--- src/rtl/clk_stretcher_pkg.sv ---
package clk_stretcher_pkg;

    // Phase of the loadable counter, decoded from its MSB
    typedef enum logic {
        PH_LOW  = 1'b0,
        PH_HIGH = 1'b1
    } phase_t;

    // Kind of reload chosen at the end of the low phase
    typedef enum logic {
        LD_NORMAL  = 1'b0,
        LD_STRETCH = 1'b1
    } load_kind_t;

    // Timer clock state
    typedef enum logic {
        AUX_LO = 1'b0,
        AUX_HI = 1'b1
    } aux_state_t;

endpackage

--- src/rtl/stretch_reload_sel.sv ---
module stretch_reload_sel
    import clk_stretcher_pkg::*;
#(
    parameter int                 CNT_W        = 4,
    parameter logic [CNT_W-1:0]   STRETCH_LOAD = 4'hB
) (
    input  logic             sel_n,
    input  logic             bypass,
    output logic [CNT_W-1:0] load_val
);

    localparam logic [CNT_W-1:0] NORMAL_LOAD = '1;

    load_kind_t kind;

    // Classify the reload; bypass always wins over the select request
    always_comb begin
        if (bypass || sel_n) kind = LD_NORMAL;
        else                 kind = LD_STRETCH;
    end

    always_comb begin
        unique case (kind)
            LD_NORMAL:  load_val = NORMAL_LOAD;
            LD_STRETCH: load_val = STRETCH_LOAD;
            default:    load_val = NORMAL_LOAD;
        endcase
    end

endmodule

--- src/rtl/stretch_counter.sv ---
module stretch_counter
    import clk_stretcher_pkg::*;
#(
    parameter int CNT_W = 4
) (
    input  logic             clk2x,
    input  logic             rst_n,
    input  logic [CNT_W-1:0] load_val,
    output logic             msb,
    output logic             low_next
);

    localparam int               MSB   = CNT_W - 1;
    localparam logic [CNT_W-1:0] ONES  = '1;
    localparam logic [CNT_W-1:0] ONE   = {{(CNT_W-1){1'b0}}, 1'b1};

    logic [CNT_W-1:0] cnt_q;
    logic [CNT_W-1:0] cnt_nxt;
    phase_t           phase;

    always_comb begin
        phase = cnt_q[MSB] ? PH_HIGH : PH_LOW;
    end

    // Next-state: count while high, reload in the single low state
    always_comb begin
        unique case (phase)
            PH_HIGH: cnt_nxt = cnt_q + ONE;
            PH_LOW:  cnt_nxt = load_val;
            default: cnt_nxt = ONES;
        endcase
    end

    // State register
    always_ff @(posedge clk2x or negedge rst_n) begin
        if (!rst_n) cnt_q <= ONES;
        else        cnt_q <= cnt_nxt;
    end

    // Outputs
    always_comb begin
        msb      = cnt_q[MSB];
        low_next = ~cnt_nxt[MSB];
    end


    count_while_high_chk: assert property (@(posedge clk2x) disable iff (!rst_n)
        cnt_q[MSB] |=> (cnt_q == $past(cnt_q) + ONE));


    reload_from_low_chk: assert property (@(posedge clk2x) disable iff (!rst_n)
        !cnt_q[MSB] |=> (cnt_q == $past(load_val)));


    low_single_period_chk: assert property (@(posedge clk2x) disable iff (!rst_n)
        !cnt_q[MSB] |=> cnt_q[MSB]);

endmodule

--- src/rtl/stretch_aux_clk.sv ---
module stretch_aux_clk
    import clk_stretcher_pkg::*;
(
    input  logic clk2x,
    input  logic rst_n,
    input  logic cpu_msb,
    input  logic low_next,
    output logic tmr_clk
);

    aux_state_t state_q;
    aux_state_t state_nxt;

    // Toggle every edge, but hold low when the counter enters its low state
    always_comb begin
        unique case (state_q)
            AUX_HI:  state_nxt = AUX_LO;
            AUX_LO:  state_nxt = low_next ? AUX_LO : AUX_HI;
            default: state_nxt = AUX_HI;
        endcase
    end

    always_ff @(posedge clk2x or negedge rst_n) begin
        if (!rst_n) state_q <= AUX_HI;
        else        state_q <= state_nxt;
    end

    always_comb begin
        tmr_clk = (state_q == AUX_HI);
    end


    tmr_low_with_cpu_chk: assert property (@(posedge clk2x) disable iff (!rst_n)
        !cpu_msb |-> !tmr_clk);

endmodule

--- src/rtl/clk_stretcher.sv ---
module clk_stretcher
    import clk_stretcher_pkg::*;
#(
    parameter int                 CNT_W        = 4,
    parameter logic [CNT_W-1:0]   STRETCH_LOAD = 4'hB
) (
    input  logic clk2x,
    input  logic rst_n,
    input  logic sel_n,
    input  logic bypass,
    output logic cpu_clk,
    output logic tmr_clk
);

    localparam bit WHOLE_STRETCH = STRETCH_LOAD[0];

    logic [CNT_W-1:0] load_val;
    logic             low_next;

    stretch_reload_sel #(
        .CNT_W        (CNT_W),
        .STRETCH_LOAD (STRETCH_LOAD)
    ) u_sel (
        .sel_n    (sel_n),
        .bypass   (bypass),
        .load_val (load_val)
    );

    stretch_counter #(
        .CNT_W (CNT_W)
    ) u_cnt (
        .clk2x    (clk2x),
        .rst_n    (rst_n),
        .load_val (load_val),
        .msb      (cpu_clk),
        .low_next (low_next)
    );

    stretch_aux_clk u_aux (
        .clk2x    (clk2x),
        .rst_n    (rst_n),
        .cpu_msb  (cpu_clk),
        .low_next (low_next),
        .tmr_clk  (tmr_clk)
    );


    bypass_normal_chk: assert property (@(posedge clk2x) disable iff (!rst_n)
        (!cpu_clk && bypass) |=> (cpu_clk ##1 !cpu_clk));

    generate
        if (WHOLE_STRETCH) begin : g_whole

            tmr_free_toggle_chk: assert property (@(posedge clk2x) disable iff (!rst_n)
                1'b1 |=> (tmr_clk != $past(tmr_clk)));
        end
    endgenerate

endmodule

--- config.mk ---
export PLATFORM = sky130hd
export DESIGN_NAME = clk_stretcher
export DESIGN_NICKNAME = d
export VERILOG_FILES = /design/src/rtl/clk_stretcher_pkg.sv /design/src/rtl/stretch_reload_sel.sv /design/src/rtl/stretch_counter.sv /design/src/rtl/stretch_aux_clk.sv /design/src/rtl/clk_stretcher.sv
export SDC_FILE = /design/constraint.sdc
export NUM_CORES = 1
export LEC_CHECK = 0
export ABC_AREA = 1
export BUFFER_PORTS_ARGS = -buffer_cell sky130_fd_sc_hd__buf_4
export CAP_MARGIN = 40
export CORE_AREA = 2 2 39 41
export CTS_BUF_LIST = sky130_fd_sc_hd__clkbuf_16
export CTS_CLUSTER_DIAMETER = 60
export DETAILED_ROUTE_END_ITERATION = 10
export DIE_AREA = 0 0 41 43
export PLACE_DENSITY_LB_ADDON = 0.05
export SYNTH_ARGS = -nofsm -noshare
export SYNTH_HDL_FRONTEND = slang
export SYNTH_SLANG_ARGS = --single-unit
--- constraint.sdc ---
create_clock -name clk2x -period 1.34 [get_ports clk2x]
set_input_delay 0.201 -clock clk2x [delete_from_list [all_inputs] [get_ports clk2x]]
set_output_delay 0.201 -clock clk2x [all_outputs]
set_load 0.01 [all_outputs]
==> impl_metrics.ini <==
[run_status]
outcome = complete, no violations

[grt]
grt_start_max_net_pins = 6
grt_usage_pct = 6.46
antenna_found_initial = 0
grt_pass1_vias = 163
use_met2_pct = 7.50
use_met1_pct = 7.21
grt-ovfl-total = 0
use_met3_pct = 6.28
grt_busiest_layer = met2
grt_pass1_wl_um = 669

[cts]
post_cts_buffers = 0
clk_pin_slew_ns = 0.03
insertion_delay_ns = 0.22
cts_buffers = 3
cts_hold_buf = 1
cts-resized-gates = 0
cts_tree = yes
cts_max_level = 1
root_buffer = clkbuf_16
cts_sinks = 5
clockBufferDepth = 2

[pwr]
p_leak_nw = 0.184
finalPower_w = 0.000822
power.density_nw_per_um2 = 2330
vdd_ir_drop_max_uv = 538

[sta]
fmax_mhz = 902
grt_setup_unrepaired = no
hold_viol_final = 0
timing.final.crit_share_pct = 82.8
tns_ns = 0
maxSlewViolCount = 0
period_needed_ns = 1.11
finalWorstSetupSlack_ns = 0.231
fin_worst_skew_ns = 0.000623
finalSetupViolations = 0
tightest_slew_ns = 0.156
slew_headroom_pct = 89.5

[logic_synthesis]
synth_area_sq_um = 206
ys_types = 10
yosys.area.top_type = dfstp_2
yosys_warnings = 0
netlist_top_cells_area = dfstp_2 (64%), inv_1 (7.3%), nand2_1 (7.3%), ha_1 (6.1%), nand2_2 (3.0%)
synth.top_cell.area_share_pct = 63.6
syn_inst = 20
ys_ff_latch = 5
synth_nets = 25
avgSynthCellArea_sq_um = 10.3
ys_seq_area_share_pct = 63.6

[setup_path]
critPathBufInv = 1
crit_chain = buf_4
critPathLaunchType = register
cp_top_family = flip-flops
path_class = reg -> out
cp-end-kind = primary output
critPathArrivalTime_ns = 0.91
cp_slowest_cell = dfstp_2
crit_required_ns = 1.14
max_stage_delay_ns = 0.56
worstPathMaxFanout = 4

[layout]
antennaDiodeCount = 0
instances_no_fill = 46
nets = 36
drive_gt1_share_pct = 50.0
syn2layout_area_growth_pct = 70.9

[die]
die_width_um = 41
die_area_sq_um = 1760
start_util_pct = 14.9
rows = 14
coreArea_sq_um = 1380
ioPinCount = 6
die_h_um = 43

[place]
dp_slack_ns = 0.296
gp_congestion = 0.668
dpl.cell_count = 41
io_buffers = 5

[routing]
drcViolationCount = 0
drtPass1Iterations = 4
ant_nets = 0
drt_wl_total_um = 381
routedWlPerCell_um = 8.28
via_count = 151
drt_iter0_drc = 6
viasPerCell = 3.28

[worst_hold_path]
hold_path_class = in -> reg

[job]
drv_cap = 0
-- worst reg2reg max path: cells and delay by family, from the launching register on --
kind | cells | cell delay [ns]
DFF | 1 | 0.53
and+or+nand+nor | 1 | 0.23
adders and majority gates | 1 | 0.22
-- Yosys cell counts --
cell type  instances
nand2_2            1
ha_1               1
inv_1              4
nor2_2             1
or2_1              1
dfstp_2            5
nand3_1            1
nor2_1             1
nand2_1            4
o21ai_0            1
-- sequential cells by signal, summed over array words and instances, names as in the netlist --
register,cells
u_cnt.cnt_q,4
u_aux.tmr_clk,1
-- layout make-up --
class                           instances  area [sq um]
Fill cell                             148          1030
Sequential cell                         5           131
Clock buffer                            3          75.1
Multi-Input combinational cell         11          60.1
Timing Repair Buffer                    6          47.5
Tap cell                               16          20.0
Inverter                                4          15.0
Clock inverter                          1          3.75
-- power by group --
group	total, W	leakage, nW	internal (W)	switching (W)
Clock	0.000476	0.0423	0.000386	0.0000906
Sequential	0.000228	0.0516	0.000208	0.0000191
Combinational	0.000118	0.0899	0.0000541	0.0000636
Total	0.000822	0.184	0.000648	0.000173
-- per-layer routing --
metal  part of all wire [%]  vias to the layer above  wire, um
li1                       -                       78         -
met2                     41                        3       158
met1                     52                       70       198
met4                      0                        0         0
met5                      0                        -         0
met3                    6.3                        0        24
-- per-stage QoR --
step / util (%) / cell area, sq um / hold WS, ns
after floorplan: - / 206 / 0.0532
after global placement: 19.1 / 264 / 0.185
after detailed placement: 19.1 / 264 / 0.184
after CTS: 25.5 / 353 / 0.221
after global routing: 25.5 / 353 / 0.244
final: 25.5 / 353 / 0.217
-- layout by cell type (no fill, tap or decap) --
| cell type | Yosys | final |
|---|---|---|
| nor2_2 | 1 | 1 |
| or2_1 | 1 | 1 |
| buf_4 | 0 | 5 |
| nand3_1 | 1 | 1 |
| clkbuf_16 | 0 | 3 |
| nand2_1 | 4 | 4 |
| ha_1 | 1 | 1 |
| dfstp_2 | 5 | 5 |
| nand2_2 | 1 | 1 |
| o21ai_0 | 1 | 1 |
| inv_1 | 4 | 5 |
| nor2_1 | 1 | 1 |
| dlygate4sd3_1 | 0 | 1 |
-- worst paths after layout --
check / startpoint / end / cells past startpoint / slack [ns]
max in group asynchronous: rst_n / u_cnt.cnt_q[0]$_DFF_PN1_ / 2 / 0.82
worst min-delay path: bypass / u_cnt.cnt_q[2]$_DFF_PN1_ / 3 / 0.22
worst min register to register: u_cnt.cnt_q[0]$_DFF_PN1_ / u_cnt.cnt_q[0]$_DFF_PN1_ / 1 / 0.47
worst max-delay path: u_cnt.cnt_q[3]$_DFF_PN1_ / cpu_clk / 1 / 0.23
worst max register to register: u_cnt.cnt_q[0]$_DFF_PN1_ / u_cnt.cnt_q[1]$_DFF_PN1_ / 2 / 0.29
min in group asynchronous: rst_n / u_aux.tmr_clk$_DFF_PN1_ / 2 / 0.50
-- kinds of logic after synthesis --
group | share of synthesized area [%]
simple gates | 20.6
flops | 63.6
buf+inv | 7.27
compound gates | 2.42
fa+ha+maj | 6.06
No activity file was read; power rests on OpenSTA's default activity.
